### src/rtl/tl_pkg.sv
// Shared types for the timing-recovery loop.
// Assumes nothing beyond the users importing it.
package tl_pkg;
    // Outcome of the slip decision made on one accepted update.
    typedef enum logic [1:0] {
        SLIP_NONE = 2'b00,
        SLIP_INS  = 2'b01,
        SLIP_DEL  = 2'b10
    } slip_e;
endpackage

### src/rtl/tl_loop_filter.sv
// Integral branch of the loop filter: it scales the phase error by a
// power-of-two shift and adds it to a saturating integrator, which is
// the frequency-offset estimate.
// Assumes FRQ_W >= PH_W and that upd is already qualified by freeze.
module tl_loop_filter #(
    parameter int PH_W  = 16,
    parameter int FRQ_W = 20,
    parameter int SH_W  = 4
) (
    input  logic                    clk,
    input  logic                    rst_n,
    input  logic                    upd,
    input  logic signed [PH_W-1:0]  err,
    input  logic [SH_W-1:0]         ki_sh,
    output logic signed [FRQ_W-1:0] freq_q
);
    localparam int EW = FRQ_W + 2;
    localparam logic signed [EW-1:0] FMAX = EW'((64'sd1 <<< (FRQ_W-1)) - 1);
    localparam logic signed [EW-1:0] FMIN = -FMAX - 1;

    logic signed [EW-1:0] err_ext;
    logic signed [EW-1:0] inc;
    logic signed [EW-1:0] sum;
    logic signed [FRQ_W-1:0] freq_d;

    // Scale the error and form the saturated next integrator value.
    always_comb begin
        err_ext = EW'(err);
        inc     = err_ext >>> ki_sh;
        sum     = EW'(freq_q) + inc;
        if (sum > FMAX)      freq_d = FRQ_W'(FMAX);
        else if (sum < FMIN) freq_d = FRQ_W'(FMIN);
        else                 freq_d = FRQ_W'(sum);
    end

    // Integrator register: cleared by reset, loaded on accepted updates.
    always_ff @(posedge clk) begin
        if (!rst_n)   freq_q <= '0;
        else if (upd) freq_q <= freq_d;
    end

    // the integrator moves only on an accepted update.
    assert_freq_hold_R8: assert property (@(posedge clk) disable iff (!rst_n)
        !upd |=> $stable(freq_q));
endmodule

### src/rtl/tl_slip_ctrl.sv
// Slip decision: compares a candidate phase with plus or minus half a
// sample period, and returns the slip kind and the phase after the slip.
// Purely combinational. Assumes SLIP_STEP is even, positive and small
// against the accumulator range.
module tl_slip_ctrl
    import tl_pkg::*;
#(
    parameter int ACC_W     = 20,
    parameter int SLIP_STEP = 4096
) (
    input  logic signed [ACC_W-1:0] cand,
    output slip_e                   kind,
    output logic signed [ACC_W-1:0] post
);
    localparam int EW = ACC_W + 2;
    localparam logic signed [EW-1:0] HALF = EW'(SLIP_STEP / 2);
    localparam logic signed [EW-1:0] STEP = EW'(SLIP_STEP);

    logic signed [EW-1:0] c_ext;

    // Choose at most one slip and correct the phase by one sample period.
    always_comb begin
        c_ext = EW'(cand);
        if (c_ext > HALF) begin
            kind = SLIP_DEL;
            post = ACC_W'(c_ext - STEP);
        end else if (c_ext < -HALF) begin
            kind = SLIP_INS;
            post = ACC_W'(c_ext + STEP);
        end else begin
            kind = SLIP_NONE;
            post = cand;
        end
    end
endmodule

### src/rtl/tl_phase_acc.sv
// Phase accumulator: forms the candidate phase from the stored phase,
// the frequency estimate and the proportional term, saturates it, applies
// the slip decision and registers the phase and the slip strobes.
// Assumes ACC_W >= FRQ_W >= PH_W and an upd already qualified by freeze.
module tl_phase_acc
    import tl_pkg::*;
#(
    parameter int PH_W      = 16,
    parameter int FRQ_W     = 20,
    parameter int ACC_W     = 20,
    parameter int SH_W      = 4,
    parameter int SLIP_STEP = 4096
) (
    input  logic                    clk,
    input  logic                    rst_n,
    input  logic                    upd,
    input  logic signed [PH_W-1:0]  err,
    input  logic [SH_W-1:0]         kp_sh,
    input  logic signed [FRQ_W-1:0] freq,
    output logic signed [ACC_W-1:0] phase_q,
    output logic                    ins_q,
    output logic                    del_q
);
    localparam int EW = ACC_W + 2;
    localparam logic signed [EW-1:0] AMAX = EW'((64'sd1 <<< (ACC_W-1)) - 1);
    localparam logic signed [EW-1:0] AMIN = -AMAX - 1;
    localparam logic signed [EW-1:0] HALF = EW'(SLIP_STEP / 2);

    logic signed [EW-1:0]    prop;
    logic signed [EW-1:0]    sum;
    logic signed [ACC_W-1:0] cand;
    logic signed [ACC_W-1:0] post;
    slip_e                   kind;

    // Proportional term plus frequency step, saturated to the phase range.
    always_comb begin
        prop = EW'(err) >>> kp_sh;
        sum  = EW'(phase_q) + EW'(freq) + prop;
        if (sum > AMAX)      cand = ACC_W'(AMAX);
        else if (sum < AMIN) cand = ACC_W'(AMIN);
        else                 cand = ACC_W'(sum);
    end

    tl_slip_ctrl #(
        .ACC_W     (ACC_W),
        .SLIP_STEP (SLIP_STEP)
    ) slip_i (
        .cand (cand),
        .kind (kind),
        .post (post)
    );

    // Phase register: loads the phase after the slip on accepted updates.
    always_ff @(posedge clk) begin
        if (!rst_n)   phase_q <= '0;
        else if (upd) phase_q <= post;
    end

    // Strobe registers: one-cycle pulses, only after an accepted update.
    always_ff @(posedge clk) begin
        if (!rst_n) begin
            ins_q <= 1'b0;
            del_q <= 1'b0;
        end else begin
            ins_q <= upd && (kind == SLIP_INS);
            del_q <= upd && (kind == SLIP_DEL);
        end
    end

    // never both slip requests at once.
    assert_one_slip_R6: assert property (@(posedge clk) disable iff (!rst_n)
        !(ins_q && del_q));
    // no strobe and no phase change without an accepted update.
    assert_idle_quiet_R8: assert property (@(posedge clk) disable iff (!rst_n)
        !upd |=> (!ins_q && !del_q && $stable(phase_q)));
    // after a delete, the stored phase lies above minus half a step.
    assert_del_range_R4: assert property (@(posedge clk) disable iff (!rst_n)
        del_q |-> (EW'(phase_q) > -HALF));
    // after an insert, the stored phase lies below plus half a step.
    assert_ins_range_R5: assert property (@(posedge clk) disable iff (!rst_n)
        ins_q |-> (EW'(phase_q) < HALF));
    // an update without a slip leaves the phase within the half-step bounds.
    assert_noslip_range_R9: assert property (@(posedge clk) disable iff (!rst_n)
        upd |=> (ins_q || del_q || (EW'(phase_q) <= HALF && EW'(phase_q) >= -HALF)));
endmodule

### src/rtl/timing_loop_dpll.sv
// Top of the timing-recovery loop. It qualifies each measurement with
// freeze, feeds the integral branch and the phase accumulator, and drives
// the frequency estimate, the rotor angle and the slip strobes.
// Assumes one pe_valid per symbol and ACC_W >= FRQ_W >= PH_W.
module timing_loop_dpll #(
    parameter int PH_W      = 16,
    parameter int FRQ_W     = 20,
    parameter int ACC_W     = 20,
    parameter int SH_W      = 4,
    parameter int SLIP_STEP = 4096
) (
    input  logic                    clk,
    input  logic                    rst_n,
    input  logic                    pe_valid,
    input  logic signed [PH_W-1:0]  pe_err,
    input  logic                    freeze,
    input  logic [SH_W-1:0]         kp_shift,
    input  logic [SH_W-1:0]         ki_shift,
    output logic signed [FRQ_W-1:0] freq_est,
    output logic signed [ACC_W-1:0] rot_angle,
    output logic                    ins_strobe,
    output logic                    del_strobe
);
    logic upd;
    logic signed [FRQ_W-1:0] freq_w;

    // Accept a measurement only while the loop is not frozen.
    always_comb upd = pe_valid && !freeze;

    tl_loop_filter #(
        .PH_W  (PH_W),
        .FRQ_W (FRQ_W),
        .SH_W  (SH_W)
    ) filt_i (
        .clk    (clk),
        .rst_n  (rst_n),
        .upd    (upd),
        .err    (pe_err),
        .ki_sh  (ki_shift),
        .freq_q (freq_w)
    );

    tl_phase_acc #(
        .PH_W      (PH_W),
        .FRQ_W     (FRQ_W),
        .ACC_W     (ACC_W),
        .SH_W      (SH_W),
        .SLIP_STEP (SLIP_STEP)
    ) acc_i (
        .clk     (clk),
        .rst_n   (rst_n),
        .upd     (upd),
        .err     (pe_err),
        .kp_sh   (kp_shift),
        .freq    (freq_w),
        .phase_q (rot_angle),
        .ins_q   (ins_strobe),
        .del_q   (del_strobe)
    );

    always_comb freq_est = freq_w;

    // a frozen cycle leaves the estimate and the angle unchanged.
    assert_freeze_hold_R7: assert property (@(posedge clk) disable iff (!rst_n)
        freeze |=> ($stable(freq_est) && $stable(rot_angle) && !ins_strobe && !del_strobe));
endmodule

### config.mk
export PLATFORM = sky130hd
export DESIGN_NAME = timing_loop_dpll
export DESIGN_NICKNAME = d
export VERILOG_FILES = /design/src/rtl/tl_pkg.sv /design/src/rtl/tl_loop_filter.sv /design/src/rtl/tl_slip_ctrl.sv /design/src/rtl/tl_phase_acc.sv /design/src/rtl/timing_loop_dpll.sv
export SDC_FILE = /design/constraint.sdc
export NUM_CORES = 1
export LEC_CHECK = 0
export ABC_AREA = 1
export ABC_CLOCK_PERIOD_IN_PS = 14020
export BUFFER_PORTS_ARGS = -buffer_cell sky130_fd_sc_hd__buf_4
export CAP_MARGIN = 30
export CELL_PAD_IN_SITES_DETAIL_PLACEMENT = 1
export CELL_PAD_IN_SITES_GLOBAL_PLACEMENT = 1
export CORE_MARGIN = 8
export CORE_UTILIZATION = 46
export DETAILED_ROUTE_END_ITERATION = 8
export PLACE_DENSITY = 0.89
export SETUP_SLACK_MARGIN = 0.5
export SYNTH_ARGS = -nofsm -noshare
export SYNTH_HDL_FRONTEND = slang
export SYNTH_SLANG_ARGS = --single-unit
### constraint.sdc
create_clock -name clk -period 14.02 [get_ports clk]
set_input_delay 0 -clock clk [delete_from_list [all_inputs] [get_ports clk]]
set_output_delay 0 -clock clk [all_outputs]
set_load 0.02 [all_outputs]
* Word-level counts from Yosys, hierarchy flattened
Index checks and enable logic that the tools add are counted.
** Word-level totals
- Output and inout port bits :: 42
- Flip-flop bits (word level) :: 42
- Logic and storage cells :: 31
** Operators by class
- Reductions and logical operators :: 4
- Multiplexer cells :: 8
- $lt $le $gt $ge :: 6
- Shifts and indexed selects :: 2
- Add/sub/neg operators :: 5
- Eq/ne operators :: 2
** Operator list (number)
- two-way mux 20 bit :: 6
- > comparator 22 x 20 -> 1 bit (second input constant) :: 2
- < comparator 22 x 20 -> 1 bit (second input constant) :: 2
- >>> shifter 16 x 4 -> 22 bit :: 2
- adder 20 x 22 -> 22 bit :: 1
- adder 22 bit :: 1
- adder 20 x 20 -> 21 bit :: 1
- adder 20 x 14 -> 20 bit (second input constant) :: 1
- > comparator 20 x 13 -> 1 bit (second input constant) :: 1
- < comparator 20 x 12 -> 1 bit (second input constant) :: 1
- subtractor 20 x 14 -> 20 bit (second input constant) :: 1
- logical AND 1 bit :: 3
- equality test 2 x 1 -> 1 bit (second input constant) :: 1
- equality test 2 bit (second input constant) :: 1
- two-way mux 2 bit :: 1
- zero test 1 bit :: 1
- two-way mux 1 bit :: 1

* Longest topological paths before layout
Gate-level depths: netlist of run 1.
- Depth after elaboration :: 10
- Depth in mapped cells :: 39
- Gate-level depth less buffers :: 38

* Cells and area by module
From an unflattened synthesis of run 1, not the netlist that was laid out.
** Unflattened totals
- Cells, all modules :: 1141
- Area total of the unflattened synthesis :: 6680.2 µm²
** By module, submodules not included
- tl_phase_acc :: area an instance 3163.0 µm², sequential area each 440.4 µm², instances 1, cells each 513
- tl_loop_filter :: area an instance 2785.2 µm², sequential area each 400.4 µm², instances 1, cells each 492
- tl_slip_ctrl :: area an instance 721.9 µm², sequential area each 0.0 µm², instances 1, cells each 134
- timing_loop_dpll :: area an instance 10.0 µm², sequential area each 0.0 µm², instances 1, cells each 2

* Worst setup path before layout of run 1
OpenSTA, ideal clock, no wires.
- Path type :: reg-to-reg
- From :: register filt_i.freq_q[0]
- To :: register acc_i.phase_q[13]
- Period minus slack after synthesis :: 5211 ps
- Data required time :: 13903 ps
- Path slack :: 8809 ps
- Stages on the path, launching flop included :: 35
- Arrival :: 5095 ps
- Cells stage by stage :: dfxtp_1 > ha_1 > inv_1 > fa_1 > o21ai_1 > a21oi_1 > o21ai_1 > nand3_1 > o21ai_1 > a21boi_0 > o21ai_0 > a21boi_1 > o21ai_0 > xor2_1 > ha_1 > a21oi_1 > o21ai_0 > a21oi_1 > nand4_1 > nand2_4 > nand2_4 > buf_6 > nand2_1 > nand2_1 > inv_1 > ha_1 > nand2_1 > nor2_2 > nor2_1 > nor2_2 > nand2_4 > nand2_4 > nand2_1 > nand3_1 > a21oi_1
** Between the ends
- Longest elaborated chain between the ends :: 8
** RTL lines
- start: declaration :: line tl_loop_filter.sv:15 : output logic signed [FRQ_W-1:0] freq_q
- start signal: assignment :: line tl_loop_filter.sv:39 : else if (upd) freq_q <= freq_d;
- adder 20 x 20 -> 21 bit (*) :: line tl_phase_acc.sv:38 : sum = EW'(phase_q) + EW'(freq) + prop;
- adder 22 bit (*) :: line tl_phase_acc.sv:38
- < comparator 22 x 20 -> 1 bit :: line tl_phase_acc.sv:40 : else if (sum < AMIN) cand = ACC_W'(AMIN);
- two-way mux 20 bit :: line tl_phase_acc.sv:40
- two-way mux 20 bit (*) :: line tl_phase_acc.sv:39 : if (sum > AMAX) cand = ACC_W'(AMAX);
- adder 20 x 14 -> 20 bit or < comparator 20 x 12 -> 1 bit (tied branches) :: line tl_slip_ctrl.sv:29, tl_slip_ctrl.sv:27
- two-way mux 20 bit :: line tl_slip_ctrl.sv:27 : end else if (c_ext < -HALF) begin
- two-way mux 20 bit (*) :: line tl_slip_ctrl.sv:24 : if (c_ext > HALF) begin
- end signal: assignment :: line tl_phase_acc.sv:56 : else if (upd) phase_q <= post;
- end: declaration :: line tl_phase_acc.sv:20 : output logic signed [ACC_W-1:0] phase_q,
Mark *: on every way between the ends. The rest lies on a longest branch, timed or not.
A chain may end at the register's enable or synchronous reset.

* Worst setup path after layout of run 1
Same ends and word-level chain as after synthesis.

==> impl_results.md, run 1 <==
- Total number of placement rows: 43
- Leading post-synthesis cells by cell area: sky130_fd_sc_hd__nand2_1 (19%), sky130_fd_sc_hd__dfxtp_1 (13%), sky130_fd_sc_hd__ha_1 (12%)
- Leading cell types by count after synthesis: sky130_fd_sc_hd__nand2_1 (327), sky130_fd_sc_hd__inv_1 (126), sky130_fd_sc_hd__o21ai_0 (122), sky130_fd_sc_hd__a21oi_1 (98), sky130_fd_sc_hd__ha_1 (65)
- Number of setup buffers added after CTS: 0
- Data required time at the worst endpoint: 14.23 ns
- Avg Inst Size Synth: 5.955 µm²
- Final hold slack: 0.1650 ns
- Number of cells upsized or downsized after cts: 0
- Routed WL: 24.58 mm
- Peak supply drop: 0.00008208 V
- Fraction of final layout cells with drive strength greater than 1: 0.1147
- Area growth from synthesis to layout: 12.09%
- Run status: finished, final reports clean
- Slowest Stage Delay on Critical Path: 0.40 ns
- Seq cells post-synth: 42
- Net count of the finished layout: 1,246
- Worst setup path category: flop to flop
- Global-route wire length before repair: 39.70 mm
- Clk Tree Root Cell: sky130_fd_sc_hd__clkbuf_16
- Initial cell density of the core: 0.4710
- Post-CTS Hold Buffers: 0
- ANT nets after route: 0
- Setup Slack @ Placement: 8.026 ns
- Post-synthesis cell type count: 47
- DR vias/cell: 5.675
- Highest fanout seen on the critical path: 11
- Placed cell area: 7186 µm²
- Sort of element at the end of the critical path: flop
- Design area: 7356 µm²
- Worst slew margin: 0.6446
- WL per Instance: 18.47 µm
- EDFF count, synth: 0
- Vias in the first global route: 7,815
- Core area: 13,930 µm²
- Tightest Hold Check Type: input port to flop
- Total clock sinks: 42
- Count of H-tree levels built during CTS: 2
- Number of antenna cells inserted: 0
- Hold Fails Final Rpt: 0
- Worst Max-Slew Pin Slew: 0.5317 ns
- Fin crit share: 0.4385
- Total CTS buffers: 5
- Synthesized cell area: 6563 µm²
- CTS tree: done
- DRT Pass-1 Iters: 5
- Number of slew-limit violations in the final report: 0
- Share of the synthesized area in the top cell type: 0.1870
- Min Clock Period, post-route: 6.148 ns
- Arrival @ worst endpoint: 6.35 ns
- DRC viols: 0
- Number of DRC markers after the initial detailed-route iteration: 446
- Setup_tns: 0 ns
- Setup repair after global routing missed its margin: false
- Post-Synthesis Cells: 1,102
- Die area: 18,340 µm²
- Clk Latency, worst-skew pair: 0.30 ns
- Routability-driven placement congestion ratio: 0.9551
- Boundary Pins: 70
- Remaining global-route overflow: 0
- Buffer levels on the longest clock path: 2
- Number of warnings printed during yosys synthesis: 0
- Synthesized Nets: 1,198
- Die extent in x: 135.4 µm
- Static leakage: 3.919 nW
- Count of max-cap constraint violations: 0
- Post-detail-place hpwl: 19.42 mm
- Fmax: 162.7 MHz
- Crit-path slowest cell: sky130_fd_sc_hd__dfxtp_1
- Overall track demand over capacity in global routing: 0.2669
- Maximum number of pins on one net before global-route repair: 43
- Worst Slack Setup Final: 7.872 ns
- Vias: 7,554
- Total Power Consumption: 1.183 mW
- Chip Height: 135.4 µm
- Count of endpoints failing setup in the final report: 0
- Number of antenna violations at the first check in global routing: 0
- Most frequent cell after synthesis: sky130_fd_sc_hd__nand2_1
- Dominant register cell in the synthesized netlist: sky130_fd_sc_hd__dfxtp_1
- Sequential cell area fraction in the yosys report: 0.1281
- Clock slew seen by the registers of the worst setup and hold paths: 0.07 ns
- Power per unit of standard cell area: 160.8 nW/µm²
- Element type at the critical path start: flop
- FFs w/ async S/R, synth: 0
- Dominant cell type by area after synthesis: sky130_fd_sc_hd__nand2_1
- Count of input and output buffers: 69
- Clock skew: 0.008352 ns
-- per-layer routing --
layer  part of all wire  vias up  GRT usage
met3              0.044       36    0.02114
li1                   -     3737          -
met5                  0        -          0
met4              0.021        0    0.06786
met1               0.47     3593     0.3595
met2               0.47      188     0.4490
-- worst max-delay path, delay by kind of cell, from the launching register on --
family                   cells  cell delay [ns]
AO/OA/AOI/OAI               12             2.34
buffers and inverters        3             0.45
AND/OR/NAND/NOR             14             1.45
XOR/XNOR                     1             0.23
flip-flops                   1             0.40
adder cells (fa/ha/maj)      4             1.14
-- flip-flops by register name, summed over array words and instances, names as in the netlist --
register,count
acc_i.phase_q,20
filt_i.freq_q,20
acc_i.del_q,1
acc_i.ins_q,1
-- report_power, final --
part / switching [mW] / internal [mW] / leakage [nW]
clock: 0.0552 / 0.0842 / 0.0760
combinational: 0.606 / 0.282 / 3.50
sequential: 0.0202 / 0.134 / 0.346
-- cell type report --
| cell class | count | area [µm²] |
|---|---|---|
| clock inverter | 3 | 45.04 |
| fill | 2007 | 6579 |
| timing repair buffer | 71 | 533.0 |
| sequential | 42 | 840.8 |
| tap | 180 | 225.2 |
| inverter | 134 | 505.5 |
| clock buffer | 5 | 125.1 |
| multi-input combinational | 896 | 5081 |
-- cells by family after synthesis --
logic type      Yosys count  share of synthesized area
flops                    42                     0.1281
mux                       8                    0.01220
compound gates          268                     0.2267
simple gates            497                     0.3285
buf+inv                 164                    0.09800
fa+ha+maj                68                     0.1331
xor+xnor                 55                    0.07340
-- cell usage in the layout (no fill, tap or decap), types with 4 or more instances in the layout --
cell,Yosys,routed
sky130_fd_sc_hd__nand2_1,327,327
sky130_fd_sc_hd__inv_1,126,126
sky130_fd_sc_hd__o21ai_0,122,122
sky130_fd_sc_hd__a21oi_1,98,98
sky130_fd_sc_hd__buf_4,2,71
sky130_fd_sc_hd__ha_1,65,65
sky130_fd_sc_hd__nand3_1,60,60
sky130_fd_sc_hd__nor2_1,52,51
sky130_fd_sc_hd__xor2_1,42,42
sky130_fd_sc_hd__dfxtp_1,42,42
sky130_fd_sc_hd__nand4_1,13,13
sky130_fd_sc_hd__o211ai_1,13,13
sky130_fd_sc_hd__xnor2_1,13,13
sky130_fd_sc_hd__nand2_2,11,11
sky130_fd_sc_hd__nand2_4,11,11
sky130_fd_sc_hd__nor2_2,8,9
sky130_fd_sc_hd__mux2i_1,8,8
sky130_fd_sc_hd__inv_2,7,7
sky130_fd_sc_hd__o21bai_1,5,5
sky130_fd_sc_hd__nor3_1,5,5
sky130_fd_sc_hd__clkbuf_16,0,5
sky130_fd_sc_hd__o21ai_1,4,4
sky130_fd_sc_hd__or2_2,4,4
-- worst paths after layout --
kind | startpoint | end | slack, ns | cells after the start
setup / recovery | filt_i.freq_q[0]$_SDFFE_PN0P_ | acc_i.phase_q[13]$_SDFFE_PN0P_ | 7.87 | 34
hold / removal | rst_n | filt_i.freq_q[8]$_SDFFE_PN0P_ | 0.16 | 3
setup reg to reg | filt_i.freq_q[0]$_SDFFE_PN0P_ | acc_i.phase_q[13]$_SDFFE_PN0P_ | 7.87 | 34
hold reg to reg | filt_i.freq_q[0]$_SDFFE_PN0P_ | filt_i.freq_q[0]$_SDFFE_PN0P_ | 0.56 | 2
-- metrics by stage --
step,util,cells
after global routing,0.5279,1331
after floorplan,-,1102
after CTS,0.5279,1331
final,0.5279,1331
after detailed placement,0.5157,1323
after global placement,0.5151,1322
(Power assumes the default switching activity.)
==> run 2: changes to the inputs <==
--- a/config.mk
+++ b/config.mk
@@ -5,16 +5,16 @@
 export SDC_FILE = /design/constraint.sdc
 export NUM_CORES = 1
 export LEC_CHECK = 0
-export ABC_AREA = 1
-export ABC_CLOCK_PERIOD_IN_PS = 14020
+export ABC_AREA = 0
+export ABC_CLOCK_PERIOD_IN_PS = 5100
 export BUFFER_PORTS_ARGS = -buffer_cell sky130_fd_sc_hd__buf_4
 export CAP_MARGIN = 30
 export CELL_PAD_IN_SITES_DETAIL_PLACEMENT = 1
 export CELL_PAD_IN_SITES_GLOBAL_PLACEMENT = 1
 export CORE_MARGIN = 8
-export CORE_UTILIZATION = 46
+export CORE_UTILIZATION = 40
 export DETAILED_ROUTE_END_ITERATION = 8
-export PLACE_DENSITY = 0.89
+export PLACE_DENSITY = 0.78
 export SETUP_SLACK_MARGIN = 0.5
 export SYNTH_ARGS = -nofsm -noshare
 export SYNTH_HDL_FRONTEND = slang
==> constraint.sdc (replaced) <==
create_clock -name clk -period 5.1 [get_ports clk]
set_input_delay 0 -clock clk [delete_from_list [all_inputs] [get_ports clk]]
set_output_delay 0 -clock clk [all_outputs]
set_load 0.02 [all_outputs]
==> impl_results.md, run 2 <==
- Core area: 15,150 µm²
- Routability-driven placement congestion ratio: 0.9415
- Data required time at the worst endpoint: 5.27 ns
- Highest fanout seen on the critical path: 4
- Number of antenna cells inserted: 0
- Cell-internal power: 2.130 mW
- Worst slew margin: 0.4317
- Worst setup path category: flop to flop
- Switching share of total power: 0.5303
- Leading registers by flop count: acc_i.phase_q: 20 flops, filt_i.freq_q: 20 flops
- Remaining global-route overflow: 0
- Total CTS buffers: 5
- Vias: 8,017
- FFs w/ async S/R, synth: 0
- Power per unit of standard cell area: 521.9 nW/µm²
- Synthesized Nets: 913
- DRT Pass-1 Iters: 5
- Dominant register cell in the synthesized netlist: sky130_fd_sc_hd__dfxtp_1
- Most Frequent Cell on Critical Path: sky130_fd_sc_hd__o21ai_1
- Share of the synthesized area in the top cell type: 0.1366
- Number of DRC markers after the initial detailed-route iteration: 779
- Setup repair after global routing missed its margin: true
- Leading cell types by count after synthesis: sky130_fd_sc_hd__a21oi_1 (88), sky130_fd_sc_hd__nor2_1 (85), sky130_fd_sc_hd__o21ai_0 (68), sky130_fd_sc_hd__ha_1 (65), sky130_fd_sc_hd__nand2_1 (58)
- Die area: 19,620 µm²
- Routed WL: 32.88 mm
- Count of H-tree levels built during CTS: 2
- Element type at the critical path start: flop
- Avg Inst Size Synth: 7.536 µm²
- Share of total power in the clock network: 0.082
- Count of endpoints failing setup in the final report: 22
- Dominant cell type by area after synthesis: sky130_fd_sc_hd__dfxtp_1
- Most common cell after layout, fill and taps aside: sky130_fd_sc_hd__buf_4
- Most frequent cell after synthesis: sky130_fd_sc_hd__a21oi_1
- Count of input and output buffers: 69
- DRC viols: 0
- Utilization of the core after routing: 0.5738
- Net count of the finished layout: 1,099
- Arrival @ worst endpoint: 6.50 ns
- Crit-path slowest cell: sky130_fd_sc_hd__nor4b_4
- Area growth from synthesis to layout: 41.15%
- Total Power Consumption: 4.536 mW
- Number of slew-limit violations in the final report: 0
- Clk Latency, worst-skew pair: 0.29 ns
- CTS tree: done
- Count of max-cap constraint violations: 0
- Overall track demand over capacity in global routing: 0.2765
- Buffer levels on the longest clock path: 2
- Min Clock Period, post-route: 6.323 ns
- Commonest cells after routing, fill and taps aside: sky130_fd_sc_hd__buf_4 (202), sky130_fd_sc_hd__nor2_1 (81), sky130_fd_sc_hd__a21oi_1 (73)
- EDFF count, synth: 0
- Share of power burned in registers: 0.097
- Boundary Pins: 70
- Maximum number of pins on one net before global-route repair: 30
- Worst Slack Setup Final: -1.223 ns
- Die extent in x: 140.1 µm
- Post-detail-place hpwl: 19.98 mm
- Chip Height: 140.1 µm
- Leading post-synthesis cells by cell area: sky130_fd_sc_hd__dfxtp_1 (14%), sky130_fd_sc_hd__ha_1 (13%), sky130_fd_sc_hd__a21oi_1 (7.2%)
- DR vias/cell: 6.726
- Sequential cell area fraction in the yosys report: 0.1366
- Run status: finished with violations
- Switching power: 2.405 mW
- Total number of placement rows: 45
- Global-route wire length before repair: 44.30 mm
- Initial cell density of the core: 0.4065
- Vias in the first global route: 8,047
- Hold Fails Final Rpt: 0
- Sort of element at the end of the critical path: flop
- WL per Instance: 27.58 µm
- Clock slew seen by the registers of the worst setup and hold paths: 0.07 ns
- Slowest Stage Delay on Critical Path: 0.40 ns
- Peak supply drop: 0.0001894 V
- Violated checks: setup timing
- Post-Synthesis Cells: 817
- Clk Tree Root Cell: sky130_fd_sc_hd__clkbuf_16
- Fin crit share: 1.240
- Clock skew: 0.009324 ns
- Combinational power share: 0.821
- Static leakage: 3.936 nW
- Synthesized cell area: 6157 µm²
- Number of warnings printed during yosys synthesis: 0
- Post-synthesis cell type count: 71
- Worst Max-Slew Pin Slew: 0.8524 ns
- Fraction of final layout cells with drive strength greater than 1: 0.3396
- Total clock sinks: 42
- Seq cells post-synth: 42
- Number of antenna violations at the first check in global routing: 0
- Fmax: 158.2 MHz
- Tightest Hold Check Type: input port to flop
- ANT nets after route: 0
- R2R setup slack: -1.22 ns
## run 2: changes by cell type in the layout (fill, tap and decap cells not counted), sizes merged, moves of 21 or more
cell and change:
nand2 -291, buf +143, inv -113, o21ai -49
nand3 -42, nor2 +25, xor2 -21
## run 2: worst paths after layout
path	from	endpoint	cells after the start
worst max-delay path	acc_i.phase_q[0]$_SDFFE_PN0P_	acc_i.phase_q[12]$_SDFFE_PN0P_	31
worst min-delay path	rst_n	acc_i.phase_q[2]$_SDFFE_PN0P_	2
worst max register to register	acc_i.phase_q[0]$_SDFFE_PN0P_	acc_i.phase_q[12]$_SDFFE_PN0P_	31
worst min register to register	acc_i.phase_q[17]$_SDFFE_PN0P_	acc_i.phase_q[17]$_SDFFE_PN0P_	2
## run 2: cells by family after synthesis
| logic type | after synthesis | share of synthesized area |
|---|---|---|
| and+or+nand+nor | 261 | 0.2065 |
| DFF | 42 | 0.1366 |
| xor gates and xnor gates | 46 | 0.06665 |
| adders and majority gates | 68 | 0.1418 |
| buffers and inverters | 59 | 0.03617 |
| muxes | 47 | 0.09327 |
| AOI/OAI and AO/OA | 294 | 0.3190 |
## run 2: layout make-up
| type | instances | area (µm²) |
|---|---|---|
| repair buffers | 214 | 1682 |
| flip-flops and latches | 42 | 855.8 |
| fillers | 1839 | 6455 |
| clock inverters | 2 | 37.54 |
| well taps | 188 | 235.2 |
| multi-input cells | 717 | 5665 |
| inverters | 23 | 86.33 |
| clock buffers | 6 | 128.9 |
## run 2: layer usage
| metal | vias up | GRT usage | wire length (µm) |
|---|---|---|---|
| met2 | 495 | 0.4870 | 15140 |
| met5 | - | 0 | 0 |
| met4 | 0 | 0.1034 | 2482 |
| li1 | 3425 | - | - |
| met3 | 187 | 0.02854 | 2198 |
| met1 | 3910 | 0.3407 | 13060 |
## run 2: critical path: cells and delay by family, from the launching register on
family	cells	cell delay, ns
buf+inv	2	0.24
fa+ha+maj	4	1.10
compound gates	12	1.95
flops	1	0.36
simple gates	11	2.08
xor+xnor	2	0.45
## run 2: timing repair
item / 4_1_cts / 5_1_grt
cloned: 0 / 1
pin swaps: 33 / 29
hold buffers: 0 / 0
gates resized for setup: 49 / 42
buffers inserted: 19 / 10
endpoints found under the setup margin: 22 / 38
## run 2: metrics by stage
stage	cell area, µm²	setup WS (ns)	hold slack (ns)	instances	TNS, ns
after floorplan	6314	-0.3067	0.3075	817	-1.153
after global placement	7806	-0.3839	0.3749	1154	-2.602
after detailed placement	7806	-0.7829	0.3774	1154	-8.173
after CTS	8367	-0.5261	0.08684	1181	-4.038
after global routing	8691	-1.500	0.09768	1192	-16.49
final	8691	-1.223	0.09775	1192	-12.43
## run 2: power groups by stage
stage                     clock network (mW)  registers, mW  logic [mW]
after CTS                              0.365          0.435        3.11
after detailed placement                   0          0.440        2.82
after global routing                   0.387          0.443        3.87
after global placement                     0          0.438        2.69
after floorplan                            0          0.492        1.65
final                                  0.370          0.441        3.72
==> run 3: changes to the inputs <==
==> constraint.sdc (replaced) <==
create_clock -name clk -period 5.1 [get_ports clk]
set_input_delay 0.765 -clock clk [delete_from_list [all_inputs] [get_ports clk]]
set_output_delay 0.765 -clock clk [all_outputs]
set_load 0.02 [all_outputs]
==> impl_results.md, run 3 (synthesis results as in run 2) <==
- Peak supply drop: 0.0001874 V
- ANT nets after route: 0
- Run status: finished with violations
- Commonest cells after routing, fill and taps aside: sky130_fd_sc_hd__buf_4 (286), sky130_fd_sc_hd__nor2_1 (81), sky130_fd_sc_hd__a21oi_1 (63)
- Count of endpoints failing setup in the final report: 22
- Count of input and output buffers: 69
- Number of antenna cells inserted: 0
- Fmax: 155.3 MHz
- Violated checks: setup timing
- Setup_tns: -13.70 ns
- Endpoint of the worst register-to-register path: acc_i.phase_q[14]$_SDFFE_PN0P_
- Total number of placement rows: 45
- WHS Endpoint: acc_i.phase_q[17]$_SDFFE_PN0P_
- Design area: 9605 µm²
- DRT Pass-1 Iters: 5
- Net count of the finished layout: 1,185
- Final hold slack: 0.6048 ns
- Utilization of the core after routing: 0.6342
- Total clock sinks: 42
- Vias: 8,944
- Worst Min Path Start: acc_i.phase_q[17]$_SDFFE_PN0P_
- Arrival @ worst endpoint: 6.65 ns
- Worst reg2reg path startpoint: acc_i.phase_q[0]$_SDFFE_PN0P_
- Fin crit share: 1.263
- Power per unit of standard cell area: 522.5 nW/µm²
- Count of H-tree levels built during CTS: 2
- Worst-case reg-to-reg path depth: 31
- Leading registers by flop count: acc_i.phase_q: 20 flops, filt_i.freq_q: 20 flops
- Total CTS buffers: 5
- Highest fanout seen on the critical path: 5
- Post-detail-place hpwl: 21.23 mm
- Die extent in x: 140.1 µm
- WL per Instance: 30.71 µm
- DRC viols: 0
- Routability-driven placement congestion ratio: 0.9418
- Global-route wire length before repair: 48.45 mm
- Number of buffers and inverters on the critical path: 8
- Worst Max-Slew Pin Slew: 1.047 ns
- Area growth from synthesis to layout: 56.00%
- Number of slew-limit violations in the final report: 0
- Buffer levels on the longest clock path: 2
- Worst Slack Setup Final: -1.340 ns
- Slowest Stage Delay on Critical Path: 0.45 ns
- Worst slew margin: 0.3019
- Initial cell density of the core: 0.4065
- Data required time at the worst endpoint: 5.31 ns
- CTS tree: done
- Clk Tree Root Cell: sky130_fd_sc_hd__clkbuf_16
- Hold Path Stages: 2
- Remaining global-route overflow: 0
- Static leakage: 4.393 nW
- Crit-path slowest cell: sky130_fd_sc_hd__o211ai_1
- Setup repair after global routing missed its margin: true
- Die area: 19,620 µm²
- Fraction of final layout cells with drive strength greater than 1: 0.4275
- Kind of cell adding the most delay to the critical path: compound AO/OA/AOI/OAI gates
- Number of DRC markers after the initial detailed-route iteration: 905
- Clock skew: 0.01035 ns
- Count of max-cap constraint violations: 0
- Tightest Hold Check Type: flop to flop
- Setup Slack @ Placement: -0.8223 ns
- DR vias/cell: 6.998
- Sort of element at the end of the critical path: flop
- Overall track demand over capacity in global routing: 0.3074
- Chip Height: 140.1 µm
- Post-CTS Hold Buffers: 0
- Most Frequent Cell on Critical Path: sky130_fd_sc_hd__buf_4
- Most common cell after layout, fill and taps aside: sky130_fd_sc_hd__buf_4
- Vias in the first global route: 8,748
- Routed WL: 39.25 mm
- Hold Fails Final Rpt: 0
- Number of antenna violations at the first check in global routing: 1
- Clock slew seen by the registers of the worst setup and hold paths: 0.08 ns
- Worst setup path category: flop to flop
- Clk Latency, worst-skew pair: 0.31 ns
- Maximum number of pins on one net before global-route repair: 24
- Boundary Pins: 70
- Core area: 15,150 µm²
- R2R setup slack: -1.34 ns
- Min Clock Period, post-route: 6.440 ns
- Element type at the critical path start: flop
- Placed cell area: 8359 µm²
[run 3: timing repair]
action	in CTS	in global routing
pin swaps	42	26
gates cloned	0	1
setup endpoints to repair	41	41
gates resized for setup	62	69
buffers inserted	31	16
[run 3: layer usage]
metal  up-vias  GRT usage  wire (µm)
li1       3605          -          -
met1      4399     0.3510      14490
met2       657     0.5386      18270
met3       283    0.05063       3250
met4         0     0.1686       3239
met5         -          0          0
[run 3: how the worst max path moves through the flow]
stage / from / to / slack, ns / cells after the start
finish: acc_i.phase_q[0]$_SDFFE_PN0P_ / acc_i.phase_q[14]$_SDFFE_PN0P_ / -1.34 / 31
global route: acc_i.phase_q[0]$_SDFFE_PN0P_ / acc_i.phase_q[17]$_SDFFE_PN0P_ / -1.34 / 31
CTS: acc_i.phase_q[0]$_SDFFE_PN0P_ / acc_i.phase_q[15]$_SDFFE_PN0P_ / -0.42 / 30
detailed placement: acc_i.phase_q[0]$_SDFFE_PN0P_ / acc_i.phase_q[15]$_SDFFE_PN0P_ / -0.82 / 29
global placement: acc_i.phase_q[0]$_SDFFE_PN0P_ / acc_i.phase_q[15]$_SDFFE_PN0P_ / -0.48 / 30
floorplan: filt_i.freq_q[0]$_SDFFE_PN0P_ / acc_i.phase_q[15]$_SDFFE_PN0P_ / -0.31 / 31
[run 3: report_power, final]
| part | switching [mW] | leakage, nW | total (mW) | internal (mW) |
|---|---|---|---|---|
| logic | 2.43 | 3.97 | 4.22 | 1.78 |
| clock network | 0.168 | 0.0752 | 0.355 | 0.188 |
| registers | 0.0652 | 0.349 | 0.446 | 0.381 |
| total | 2.67 | 4.39 | 5.02 | 2.35 |
[run 3: metrics by stage]
stage | total power, mW | std cells
after floorplan | 2.155 | 817
after global placement | 3.290 | 1221
after detailed placement | 3.453 | 1221
after CTS | 4.185 | 1260
after global routing | 5.121 | 1278
final | 5.019 | 1278
[run 3: area by class of cell]
type | count | area (µm²)
multi-input cells | 717 | 5923
fillers | 1804 | 5540
repair buffers | 300 | 2351
flip-flops and latches | 42 | 855.8
well taps | 188 | 235.2
clock buffers | 5 | 125.1
inverters | 23 | 88.84
clock inverters | 3 | 26.28
[run 3: worst register-to-register path, delay by kind of cell (launching register included)]
| family | cells | cell delay [ns] |
|---|---|---|
| compound gates | 12 | 2.59 |
| xor+xnor | 1 | 0.32 |
| fa+ha+maj | 4 | 1.03 |
| buf+inv | 8 | 1.04 |
| flops | 1 | 0.37 |
| simple gates | 6 | 1.01 |
